**src/rtl/ixreg_pkg.sv**
```systemverilog
package ixreg_pkg;
    localparam int BYTE_W     = 8;
    localparam int REG_COUNT  = 26;
    localparam int PTR_W      = 5;
    localparam int IDX_LAST   = REG_COUNT - 1;
    localparam int IDX_SYNC   = 17;
    localparam int IDX_CNT_HI = 18;
    localparam int IDX_CNT_MD = 19;
    localparam int IDX_CNT_LO = 20;
    localparam int IDX_STATUS = 23;
    localparam int IDX_CMD    = 24;
    localparam int IDX_DATA   = 25;

    typedef enum logic [1:0] {
        ST_IDLE = 2'd0,
        ST_CIP  = 2'd1,
        ST_RUN  = 2'd2
    } seq_state_e;
endpackage

```
**src/rtl/ixreg_ptr.sv**
```systemverilog
module ixreg_ptr
    import ixreg_pkg::*;
(
    input  logic             clk,
    input  logic             rst_n,
    input  logic             load,
    input  logic [PTR_W-1:0] load_val,
    input  logic             step,
    output logic [PTR_W-1:0] ptr
);
    localparam logic [PTR_W-1:0] LAST = PTR_W'(IDX_LAST);

    always_ff @(posedge clk) begin
        if (!rst_n) begin
            ptr <= '0;
        end else if (load) begin
            ptr <= load_val;
        end else if (step && ptr < LAST) begin
            ptr <= ptr + 1'b1;
        end
    end
endmodule

```
**src/rtl/ixreg_bank.sv**
```systemverilog
module ixreg_bank
    import ixreg_pkg::*;
(
    input  logic                              clk,
    input  logic                              rst_n,
    input  logic                              wr_en,
    input  logic [PTR_W-1:0]                  wr_idx,
    input  logic [BYTE_W-1:0]                 wr_data,
    input  logic                              st_load,
    input  logic [BYTE_W-1:0]                 st_val,
    output logic [REG_COUNT-1:0][BYTE_W-1:0]  regs_q
);
    for (genvar i = 0; i < REG_COUNT; i++) begin : g_reg
        if (i == IDX_STATUS) begin : g_status
            always_ff @(posedge clk) begin
                if (!rst_n) begin
                    regs_q[i] <= '0;
                end else if (st_load) begin
                    regs_q[i] <= st_val;
                end else if (wr_en && wr_idx == PTR_W'(i)) begin
                    regs_q[i] <= wr_data;
                end
            end
        end else begin : g_plain
            always_ff @(posedge clk) begin
                if (!rst_n) begin
                    regs_q[i] <= '0;
                end else if (wr_en && wr_idx == PTR_W'(i)) begin
                    regs_q[i] <= wr_data;
                end
            end
        end
    end
endmodule

```
**src/rtl/ixreg_seq.sv**
```systemverilog
module ixreg_seq
    import ixreg_pkg::*;
(
    input  logic       clk,
    input  logic       rst_n,
    input  logic       accept,
    input  logic       eng_done,
    output seq_state_e state,
    output logic       cmd_go,
    output logic       busy,
    output logic       issuing
);
    seq_state_e nxt;

    always_ff @(posedge clk) begin
        if (!rst_n) state <= ST_IDLE;
        else        state <= nxt;
    end

    always_comb begin
        nxt = state;
        unique case (state)
            ST_IDLE: if (accept)   nxt = ST_CIP;   // T_ACCEPT
            ST_CIP:                nxt = ST_RUN;   // T_ISSUE
            ST_RUN:  if (eng_done) nxt = ST_IDLE;  // T_FINISH
            default:               nxt = ST_IDLE;
        endcase
    end

    always_comb begin
        cmd_go  = (state == ST_CIP);
        busy    = (state != ST_IDLE);
        issuing = (state == ST_CIP);
    end
endmodule

```
**src/rtl/ixreg_port.sv**
```systemverilog
module ixreg_port
    import ixreg_pkg::*;
(
    input  logic        clk,
    input  logic        rst_n,
    input  logic        host_cs,
    input  logic        host_sel,
    input  logic        host_we,
    input  logic [7:0]  host_wdata,
    output logic [7:0]  host_rdata,
    input  logic        eng_dbr,
    input  logic        eng_perr,
    input  logic        eng_done,
    input  logic [7:0]  eng_status,
    output logic        cmd_go,
    output logic        cmd_single,
    output logic [6:0]  cmd_code,
    output logic [23:0] xfer_count,
    output logic [3:0]  sync_offset,
    output logic [2:0]  sync_period
);
    localparam logic [PTR_W-1:0] P_LAST   = PTR_W'(IDX_LAST);
    localparam logic [PTR_W-1:0] P_STATUS = PTR_W'(IDX_STATUS);
    localparam logic [PTR_W-1:0] P_CMD    = PTR_W'(IDX_CMD);
    localparam logic [PTR_W-1:0] P_DATA   = PTR_W'(IDX_DATA);

    logic [PTR_W-1:0]                  ptr_q;
    logic [REG_COUNT-1:0][BYTE_W-1:0]  regs_q;
    seq_state_e                        state_q;
    logic                              busy, issuing;
    logic                              int_q, lci_q;

    logic data_acc, ptr_load, asr_rd, cmd_try, accept, finish;
    logic idx_valid, reg_open, bank_wr, status_rd;
    logic [BYTE_W-1:0] asr, win_rd;

    always_comb begin
        data_acc  = host_cs && host_sel;
        ptr_load  = host_cs && !host_sel && host_we;
        asr_rd    = host_cs && !host_sel && !host_we;
        idx_valid = (ptr_q <= P_LAST);
        reg_open  = idx_valid && (!busy || ptr_q == P_DATA ||
                                  (ptr_q == P_CMD && !issuing));
        cmd_try   = data_acc && host_we && ptr_q == P_CMD;
        accept    = cmd_try && !busy;
        bank_wr   = data_acc && host_we && reg_open && !(cmd_try && busy);
        status_rd = data_acc && !host_we && reg_open && ptr_q == P_STATUS;
        finish    = (state_q == ST_RUN) && eng_done;
    end

    ixreg_ptr u_ptr (
        .clk      (clk),
        .rst_n    (rst_n),
        .load     (ptr_load),
        .load_val (host_wdata[PTR_W-1:0]),
        .step     (data_acc),
        .ptr      (ptr_q)
    );

    ixreg_bank u_bank (
        .clk     (clk),
        .rst_n   (rst_n),
        .wr_en   (bank_wr),
        .wr_idx  (ptr_q),
        .wr_data (host_wdata),
        .st_load (finish),
        .st_val  (eng_status),
        .regs_q  (regs_q)
    );

    ixreg_seq u_seq (
        .clk      (clk),
        .rst_n    (rst_n),
        .accept   (accept),
        .eng_done (eng_done),
        .state    (state_q),
        .cmd_go   (cmd_go),
        .busy     (busy),
        .issuing  (issuing)
    );

    always_ff @(posedge clk) begin
        if (!rst_n) begin
            int_q <= 1'b0;
            lci_q <= 1'b0;
        end else begin
            if (finish)         int_q <= 1'b1;
            else if (status_rd) int_q <= 1'b0;
            if (cmd_try && busy) lci_q <= 1'b1;
            else if (asr_rd)     lci_q <= 1'b0;
        end
    end

    always_comb begin
        asr    = {int_q, lci_q, busy, issuing, 2'b00, eng_perr, eng_dbr};
        win_rd = reg_open ? regs_q[ptr_q] : '0;
        host_rdata = host_sel ? win_rd : asr;
    end

    assign cmd_single  = regs_q[IDX_CMD][7];
    assign cmd_code    = regs_q[IDX_CMD][6:0];
    assign xfer_count  = {regs_q[IDX_CNT_HI], regs_q[IDX_CNT_MD], regs_q[IDX_CNT_LO]};
    assign sync_offset = regs_q[IDX_SYNC][3:0];
    assign sync_period = regs_q[IDX_SYNC][6:4];
endmodule

```
**config.mk**
```make
export PLATFORM = sky130hd
export DESIGN_NAME = ixreg_port
export DESIGN_NICKNAME = d
export VERILOG_FILES = /design/src/rtl/ixreg_pkg.sv /design/src/rtl/ixreg_ptr.sv /design/src/rtl/ixreg_bank.sv /design/src/rtl/ixreg_seq.sv /design/src/rtl/ixreg_port.sv
export SDC_FILE = /design/constraint.sdc
export NUM_CORES = 1
export LEC_CHECK = 0
export BUFFER_PORTS_ARGS = -buffer_cell sky130_fd_sc_hd__clkbuf_2
export CAP_MARGIN = 20
export CELL_PAD_IN_SITES_DETAIL_PLACEMENT = 0
export CELL_PAD_IN_SITES_GLOBAL_PLACEMENT = 1
export CORE_UTILIZATION = 38
export CTS_CLUSTER_SIZE = 8
export DETAILED_ROUTE_END_ITERATION = 12
export GPL_TIMING_DRIVEN = 1
export PLACE_DENSITY_LB_ADDON = 0.3
export SLEW_MARGIN = 15
export SYNTH_ARGS = -nofsm -noshare
export SYNTH_HDL_FRONTEND = slang
export SYNTH_SLANG_ARGS = --single-unit
export TNS_END_PERCENT = 1
```
**constraint.sdc**
```tcl
create_clock -name clk -period 3.9 [get_ports clk]
set_input_delay 0.78 -clock clk [delete_from_list [all_inputs] [get_ports clk]]
set_output_delay 0.78 -clock clk [all_outputs]
set_load 0.05 [all_outputs]
```
==> results of run 1 <==
-- through the flow --
step                hold slack, ns  area (um2)  utilization (%)
finish                       0.482       12100             43.1
global route                 0.511       12100             43.1
CTS                          0.481       12100             43.1
floorplan                    0.439       10900                -
detailed placement           0.473       11300             40.3
global placement             0.463       11300             40.3
-- area by class of cell --
type	count	area, um2	area share [%]
sequential	217	4350	36.0
inverter	7	26.3	0.218
timing repair buffer	91	533	4.41
tap	378	473	3.92
clock inverter	1	8.76	0.0725
multi-input combinational	689	5900	48.9
clock buffer	33	783	6.49
-- cells in the final DEF, fill, tap and decap left out, types with 2 or more instances in the layout --
| cell type | synthesis | routed |
|---|---|---|
| clkbuf_16 | 0 | 31 |
| o211ai_1 | 7 | 7 |
| nand3_2 | 7 | 7 |
| a21oi_1 | 18 | 18 |
| nand3_1 | 26 | 26 |
| clkbuf_1 | 56 | 2 |
| nor2_1 | 24 | 23 |
| nand4_1 | 2 | 2 |
| nand2b_1 | 7 | 7 |
| buf_4 | 44 | 19 |
| nor4_1 | 10 | 10 |
| buf_12 | 0 | 2 |
| mux2_2 | 10 | 10 |
| nor2b_1 | 189 | 189 |
| ha_1 | 5 | 5 |
| and3_1 | 5 | 5 |
| nand2_1 | 39 | 39 |
| mux4_2 | 49 | 49 |
| nand3b_1 | 2 | 2 |
| clkbuf_2 | 0 | 70 |
| nand4_2 | 10 | 10 |
| inv_1 | 6 | 6 |
| mux2i_1 | 193 | 193 |
| a22oi_1 | 12 | 12 |
| and4_1 | 2 | 2 |
| dfxtp_1 | 217 | 215 |
| o31ai_1 | 2 | 2 |
| and2_1 | 2 | 2 |
| a221oi_1 | 4 | 4 |
| a21boi_0 | 4 | 4 |
| nor3_4 | 4 | 4 |
| o21ai_0 | 29 | 29 |
| a31oi_1 | 4 | 4 |
-- cells by family (layout without fill, tap and decap cells) --
kind of cell | after synthesis | count (layout) | synth area share, %
flip-flops | 217 | 217 | 39.7
buffers and inverters | 133 | 132 | 6.40
AND/OR/NAND/NOR | 337 | 337 | 18.9
AO/OA/AOI/OAI | 95 | 95 | 5.66
adder cells (fa/ha/maj) | 5 | 5 | 0.572
multiplexers | 252 | 252 | 28.8
-- metal layers --
metal	part of all wire, %	vias up	wire length [um]	GRT usage [%]
met5	0	-	0	0
met4	2.8	0	820	7.38
met3	5.2	36	1540	2.85
met2	46	155	13800	33.8
met1	46	3633	13600	27.7
li1	-	3627	-	-
-- registers in the layout (all words and copies together), names as in the netlist --
name and flops:
int_q 1, u_bank.regs_q 208, lci_q 1, u_seq.state 2
u_ptr.ptr 5
-- how the worst max path moves through the flow --
| stage | start | end | slack (ns) | cells after the start |
|---|---|---|---|---|
| finish | u_ptr.ptr[0]$_SDFFE_PN0P_ | host_rdata[2] | 0.19 | 6 |
| global route | u_ptr.ptr[1]$_SDFFE_PN0P_ | host_rdata[3] | 0.02 | 7 |
| CTS | u_ptr.ptr[0]$_SDFFE_PN0P_ | host_rdata[2] | 0.15 | 6 |
| detailed placement | host_sel | host_rdata[7] | 0.56 | 7 |
| global placement | host_sel | host_rdata[7] | 0.63 | 7 |
| floorplan | u_ptr.ptr[1]$_SDFFE_PN0P_ | host_rdata[2] | -0.08 | 9 |
-- report_power, final --
| part | internal [mW] | switching, mW | leakage, nW |
|---|---|---|---|
| Sequential | 2.23 | 0.0229 | 1.75 |
| Clock | 1.38 | 0.910 | 0.388 |
| Combinational | 0.128 | 0.220 | 2.74 |
| Total | 3.74 | 1.15 | 4.88 |
-- worst max-delay path, stage by stage, from the launching register on --
cell and delay, ns:
dfxtp_4 0.52, buf_4 0.31, mux4_2 0.57, mux4_2 0.48, nand2_1 0.13, o31ai_1 0.11, clkbuf_2 0.26
-- repair_timing --
item                                    in CTS  in global routing
resized for setup                            0                  1
endpoints found under the setup margin       0                  5
buffers inserted                             0                  0
==> metrics.csv, run 1 <==
stage,metric,value,unit
cts,clock root buffer,clkbuf_16,
detailed_routing,Via Count,7451,
global_routing,remaining global-route overflow,0,
die,initial core utilization,39.0,%
final_layout,synthesis-to-finish area growth,10.4,%
final_layout,Inserted Diodes,0,
global_routing,initial antenna violation count,0,
sta,worst-margin pin slew,0.873,ns
final_layout,Final #Nets,1066,
cts,clock buffer depth,3,
pwr,PnR Total Power,4.90,mW
global_routing,total track usage,20.7,%
outcome,status,"complete, no violations",
placement,dpl ws,0.564,ns
yosys,"Warnings, synthesis",0,
yosys,number of synthesized flops with an enable pin,0,
pwr,VDD IR max,0.280,mV
sta,clock skew,0.0119,ns
yosys,Mapped Avg Cell Area,10.5,um2
yosys,most frequent cell after synthesis,dfxtp_1,
placement,gp weighted congestion,0.876,
worst_setup_path,worst setup path category,flip-flop to primary output,
detailed_routing,initial DRC count,477,
cts,CTS tree,yes,
die,io pins,72,
sta,max-slew violation count,0,
cts,hold buffer count at CTS,0,
yosys,Synth area leaders,"dfxtp_1, mux2i_1, nor2b_1, mux4_2, buf_4",
pwr,Power Density,406,nW/um2
die,num rows,61,
worst_hold_path,Hold EP,int_q$_SDFFE_PN0P_,
worst_setup_path,CP Max Fanout,15,
die,Die W,172,um
worst_hold_path,hold path depth,2,
placement,Detail Placement HPWL,19600,um
detailed_routing,Total Routed Length,29700,um
detailed_routing,Final ANT Viol Nets,0,
detailed_routing,drt pass-1 iters,4,
worst_setup_path,Worst R2R Path Depth,9,
global_routing,vias in the first global route,7549,
worst_setup_path,critical path data arrival time,2.93,ns
yosys,Syn Std Cell Area,10900,um2
worst_hold_path,Hold Path Class,flip-flop to flip-flop,
sta,Slew headroom,41.8,%
placement,IO Port Bufs,71,
worst_setup_path,Worst setup SP type,flip-flop,
worst_setup_path,CP required,3.12,ns
yosys,synth unique cells,56,
die,full die area,29500,um2
detailed_routing,DRC,0,
sta,post-route setup slack,0.190,ns
yosys,register area share after synthesis,39.7,%
sta,fin crit share,95.1,%
yosys,post-synth top area cell,dfxtp_1,
worst_setup_path,crit path capture type,primary output,
sta,Final Hold Fails,0,
final_layout,Fill cells,2707,
cts,clk_lat worst skew,0.54,ns
final_layout,fin cells,1416,
worst_setup_path,FF-to-FF Start,u_ptr.ptr[1]$_SDFFE_PN0P_,
yosys,commonest register cell after synthesis,dfxtp_1,
worst_setup_path,Critical R2R Capture,u_bank.regs_q[189]$_SDFFE_PN0P_,
global_routing,first-pass GRT wire length,46100,um
worst_hold_path,Hold Startpoint,int_q$_SDFFE_PN0P_,
cts,CTS H-tree lvls,1,
detailed_routing,vias per inst,5.26,
sta,minimum clock period,3.71,ns
worst_setup_path,flop2flop setup slack,0.97,ns
sta,RSZ-0062 raised after global routing,false,
yosys,Synth top area share,39.7,%
final_layout,share of cells above drive strength 1,20.0,%
run,max cap viols,0,
yosys,Cells after Synth,1039,
cts,clk slew on worst S/H paths,0.06,ns
yosys,post-synthesis async set-or-reset flop share,0,%
die,Die Ht,172,um
sta,TNS Setup,0,ns
pwr,leak pwr,4.88,nW
yosys,commonest cells in the netlist,"dfxtp_1, mux2i_1, nor2b_1",
sta,Fmax,270,MHz
sta,Setup-failing EPs final,0,
detailed_routing,routed len/inst,21.0,um
global_routing,largest net degree at the start of global routing,90,
placement,post-placement cell count,1382,
yosys,Yosys reg bits,217,
yosys,syn nets,1068,
cts,clock sinks,217,
cts,Num CTS Buffers,31,
die,core area,28000,um2
No activity file was read; power rests on OpenSTA's default activity.
==> run 2, diff against run 1 <==
PLACE_DENSITY = 0.72   (was default)
PLACE_DENSITY_LB_ADDON = default   (was 0.3)
==> run 2 against run 1 <==
Effect of this change: clock skew decreased by 0.00062 ns; via count increased by 1.9%; critical path depth is the same; hold slack got worse by 0.0075 ns; first-iteration DRC count up 12%; largest power group unchanged.
==> metrics.csv, run 2 (synthesized netlist as in run 1, its figures left out) <==
stage,metric,value,unit
pwr,Psw,1.15,mW
detailed_routing,DRC,0,
cts,CTS H-tree lvls,1,
global_routing,first-pass GRT wire length,45800,um
pwr,Internal Power,3.75,mW
global_routing,initial antenna violation count,0,
sta,worst-margin pin slew,0.840,ns
worst_hold_path,Hold Path Class,flip-flop to flip-flop,
placement,dpl ws,0.605,ns
final_layout,"Core Util, Final",43.6,%
global_routing,met2 usage,33.8,%
detailed_routing,initial DRC count,534,
cts,clock root buffer,clkbuf_16,
cts,post-CTS setup buffers,0,
die,num rows,61,
sta,post-route setup slack,0.207,ns
cts,Num CTS Buffers,31,
global_routing,largest net degree at the start of global routing,102,
global_routing,total track usage,20.5,%
cts,CTS tree,yes,
final_layout,Fill cells,2655,
global_routing,grt met1 use,28.0,%
placement,Post-DP Area,11400,um2
sta,Slew headroom,44.0,%
global_routing,most used routing layer,met2,
final_layout,Regs by FF count,"u_bank.regs_q (208), u_ptr.ptr (5), u_seq.state (2)",
detailed_routing,Total Routed Length,29900,um
sta,RSZ-0062 raised after global routing,false,
sta,clock skew,0.0113,ns
die,Die W,172,um
sta,max-slew violation count,0,
final_layout,Final #Nets,1066,
pwr,switching share of power,23.4,%
detailed_routing,vias per inst,5.36,
pwr,Clock Power Share,46.7,%
pwr,Combinational Power Share,7.4,%
final_layout,Largest register FFs,208,
placement,Detail Placement HPWL,19600,um
final_layout,share of cells above drive strength 1,20.2,%
final_layout,Inserted Diodes,0,
worst_setup_path,critical path data arrival time,2.91,ns
placement,gp weighted congestion,0.897,
pwr,Power Density,402,nW/um2
global_routing,vias in the first global route,7553,
cts,clk slew on worst S/H paths,0.05,ns
die,initial core utilization,39.0,%
final_layout,Largest Register,u_bank.regs_q,
final_layout,fin cells,1416,
worst_setup_path,crit path capture type,primary output,
cts,clk_lat worst skew,0.54,ns
worst_setup_path,worst setup path category,flip-flop to primary output,
detailed_routing,routed len/inst,21.1,um
placement,IO Port Bufs,71,
detailed_routing,Via Count,7594,
pwr,VDD IR max,0.276,mV
worst_setup_path,CP Max Fanout,25,
die,core area,28000,um2
final_layout,most frequent cells in the layout,"dfxtp_1, mux2i_1, nor2b_1",
detailed_routing,drt pass-1 iters,5,
global_routing,remaining global-route overflow,0,
sta,Setup-failing EPs final,0,
detailed_routing,Final ANT Viol Nets,0,
final_layout,synthesis-to-finish area growth,11.6,%
die,Die Ht,172,um
global_routing,met3 Usage GRT,2.42,%
outcome,status,"complete, no violations",
worst_setup_path,CP required,3.12,ns
pwr,PnR Total Power,4.90,mW
pwr,leak pwr,4.91,nW
sta,Fmax,271,MHz
worst_setup_path,Worst setup SP type,flip-flop,
placement,post-placement cell count,1382,
sta,Final Hold Fails,0,
die,full die area,29500,um2
run,max cap viols,0,
final_layout,"most common cell after layout, fill and taps aside",dfxtp_1,
pwr,Reg power frac,45.9,%
die,io pins,72,
cts,clock sinks,217,
sta,minimum clock period,3.69,ns
cts,clock buffer depth,3,
final_layout,cell area after layout,12200,um2
sta,fin crit share,94.7,%
run 2: final timing paths:
path,start,depth (start not counted),to,slack (ns)
min reg2reg,u_bank.regs_q[125]$_SDFFE_PN0P_,2,u_bank.regs_q[125]$_SDFFE_PN0P_,0.47
max reg2reg,u_ptr.ptr[0]$_SDFFE_PN0P_,7,u_bank.regs_q[178]$_SDFFE_PN0P_,1.02
max,u_ptr.ptr[0]$_SDFFE_PN0P_,6,host_rdata[2],0.21
min,u_bank.regs_q[125]$_SDFFE_PN0P_,2,u_bank.regs_q[125]$_SDFFE_PN0P_,0.47
run 2: layer usage:
layer	wire (um)	vias to the layer above
li1	-	3616
met1	14200	3741
met2	13900	185
met3	1130	52
met4	746	0
met5	0	-
run 2: final cells by class:
class | count | area, um2 | area share (%)
clock inverter | 1 | 8.76 | 0.0718
inverter | 7 | 26.3 | 0.215
timing repair buffer | 91 | 651 | 5.33
clock buffer | 33 | 783 | 6.42
sequential | 217 | 4350 | 35.6
tap | 378 | 473 | 3.88
multi-input combinational | 689 | 5910 | 48.4
run 2: per-stage QoR:
stage	setup TNS, ns	hold WS [ns]
after floorplan	-0.162	0.439
after global placement	0	0.460
after detailed placement	0	0.465
after CTS	0	0.478
after global routing	0	0.496
final	0	0.474
run 2: worst max-delay path: stages, from the launching register on:
cell and delay [ns]:
dfxtp_4 0.60, buf_12 0.28, mux4_2 0.55, mux4_2 0.52, nand2_1 0.13, o31ai_2 0.10, buf_12 0.18
run 2: repair_timing:
action / CTS / global route
setup endpoints to repair: 0 / 4
hold buffers: 0 / 0
resized for setup: 0 / 3
run 2: power by group through the flow:
stage	sequential, mW	clock, mW	combinational (mW)
6_report	2.25	2.29	0.362
3_5_place_dp	2.29	0	0.360
2_1_floorplan	2.28	0	0.260
3_3_place_gp	2.29	0	0.359
5_1_grt	2.25	2.45	0.385
4_1_cts	2.25	2.34	0.361
==> run 3, diff against run 2 <==
PLACE_DENSITY = 0.75   (was 0.72)
clock period = 3.3 ns   (was 3.9 ns; I/O delays follow)
==> run 3 against run 2 <==
Effect of this change: the flow now finishes with violations (negative setup slack); sequential power increased by 18%; worst setup slack worse by 0.25 ns; count of clock-buffer cells in the layout down 1; via count increased by 2.1%; critical endpoint is now host_rdata[7]; combinational power rose by 38%; critical path type unchanged; sequential share of layout area is 1.2 points lower; clock skew up 0.020 ns; die area is the same.
==> metrics.csv, run 3 (synthesized netlist as in run 1, its figures left out) <==
stage,metric,value,unit
worst_setup_path,slowest CP cell,mux4_2,
final_layout,"Core Util, Final",45.1,%
sta,RSZ-0062 raised after global routing,true,
cts,Num CTS Buffers,31,
worst_setup_path,Crit path largest cell delay,0.48,ns
worst_setup_path,worst setup path category,flip-flop to primary output,
detailed_routing,Via Count,7755,
die,num rows,61,
sta,worst-margin pin slew,0.805,ns
final_layout,cell area after layout,12600,um2
die,core area,28000,um2
sta,Fmax,299,MHz
final_layout,fin cells,1443,
cts,clk_lat worst skew,0.57,ns
final_layout,share of cells above drive strength 1,23.4,%
die,io pins,72,
worst_setup_path,CP Max Fanout,6,
sta,Hold Slack,0.390,ns
cts,CTS tree,yes,
sta,max-slew violation count,0,
final_layout,synthesis-to-finish area growth,15.5,%
die,Die Ht,172,um
detailed_routing,routed len/inst,21.0,um
cts,clock root buffer,clkbuf_16,
worst_setup_path,crit path capture type,primary output,
die,full die area,29500,um2
sta,Setup-failing EPs final,4,
worst_setup_path,critical path data arrival time,2.68,ns
cts,hold buffer count at CTS,0,
pwr,leak pwr,5.11,nW
worst_hold_path,Hold Path Class,primary input to flip-flop,
global_routing,vias in the first global route,7685,
placement,post-placement cell count,1389,
placement,Post-DP Area,11500,um2
final_layout,Final #Nets,1093,
cts,clock sinks,217,
final_layout,Largest register FFs,208,
cts,clk slew on worst S/H paths,0.06,ns
detailed_routing,initial DRC count,521,
global_routing,initial antenna violation count,0,
outcome,failing checks,negative setup slack,
final_layout,"most common cell after layout, fill and taps aside",dfxtp_1,
worst_setup_path,flop2flop setup slack,0.65,ns
outcome,status,"finished, violations left",
worst_setup_path,Worst path top cell family by delay,compound AO/OA/AOI/OAI gates,
global_routing,first-pass GRT wire length,46900,um
cts,clock buffer depth,3,
detailed_routing,Final ANT Viol Nets,0,
cts,CTS H-tree lvls,1,
final_layout,Inserted Diodes,0,
worst_setup_path,Worst setup SP type,flip-flop,
sta,clock skew,0.0313,ns
pwr,Power Density,467,nW/um2
sta,post-route setup slack,-0.0398,ns
worst_setup_path,critical path cell sequence,"bufbuf_16, mux4_2, a22oi_1, nor2_1, a31oi_1, o211ai_1, buf_12",
placement,Detail Placement HPWL,19600,um
detailed_routing,DRC,0,
pwr,PnR Total Power,5.90,mW
global_routing,total track usage,20.9,%
final_layout,Regs by FF count,"u_bank.regs_q (208), u_ptr.ptr (5), u_seq.state (2)",
final_layout,Largest Register,u_bank.regs_q,
detailed_routing,vias per inst,5.37,
placement,dpl ws,0.319,ns
sta,Final Hold Fails,0,
placement,gp weighted congestion,0.957,
sta,TNS Setup,-0.0971,ns
sta,minimum clock period,3.34,ns
die,initial core utilization,39.0,%
die,Die W,172,um
detailed_routing,drt pass-1 iters,5,
detailed_routing,Total Routed Length,30300,um
placement,IO Port Bufs,71,
sta,Slew headroom,46.3,%
pwr,VDD IR max,0.396,mV
worst_setup_path,crit path buf inv count,2,
final_layout,most frequent cells in the layout,"dfxtp_1, mux2i_1, nor2b_1",
global_routing,remaining global-route overflow,0,
run,max cap viols,0,
worst_setup_path,CP required,2.64,ns
final_layout,Fill cells,2669,
global_routing,largest net degree at the start of global routing,61,
sta,fin crit share,101,%
[run 3: cell types whose count changed in the layout (fill, tap and decap cells not counted), moves of 2 or more]
cell | before | now
clkbuf_16 | 31 | 33
a22oi_2 | 0 | 2
buf_6 | 0 | 2
o31ai_4 | 0 | 2
nor2_1 | 23 | 21
nor2_2 | 1 | 3
buf_16 | 0 | 3
a22oi_1 | 12 | 10
buf_4 | 18 | 35
o31ai_2 | 2 | 0
[run 3: what timing repair did]
action | in CTS | in global routing
buffers inserted | 17 | 0
gates resized for setup | 20 | 8
pin swaps | 6 | 4
gates cloned | 4 | 0
endpoints found under the setup margin | 8 | 8
[run 3: layer usage]
layer | track usage (%) | vias to the layer above | share of wire, %
met2 | 32.8 | 202 | 45
met1 | 29.6 | 3819 | 47
met5 | 0 | - | 0
met3 | 2.72 | 55 | 4.9
li1 | - | 3679 | -
met4 | 6.09 | 0 | 2.5
[run 3: where the power goes]
group	switching (mW)	total, mW	internal (mW)
Combinational	0.287	0.500	0.213
Clock	1.09	2.74	1.64
Sequential	0.0194	2.66	2.64
[run 3: worst paths after layout]
check,startpoint,depth (start not counted),to
max,u_ptr.ptr[0]$_SDFFE_PN0P_,7,host_rdata[7]
min,eng_status[0],3,u_bank.regs_q[184]$_SDFFE_PN0P_
max reg2reg,u_ptr.ptr[0]$_SDFFE_PN0P_,9,u_bank.regs_q[185]$_SDFFE_PN0P_
min reg2reg,u_bank.regs_q[125]$_SDFFE_PN0P_,2,u_bank.regs_q[125]$_SDFFE_PN0P_
[run 3: worst min-delay path, stage by stage]
cell and delay, ns:
clkbuf_2 0.08, o21ai_0 0.07, a21oi_1 0.10
[run 3: layout make-up]
class	count	area, um2	share of cell area (%)
multi-input combinational	689	5970	47.3
sequential	217	4350	34.5
timing repair buffer	118	1000	7.92
clock buffer	32	779	6.17
tap	378	473	3.74
clock inverter	2	28.8	0.228
inverter	7	27.5	0.218
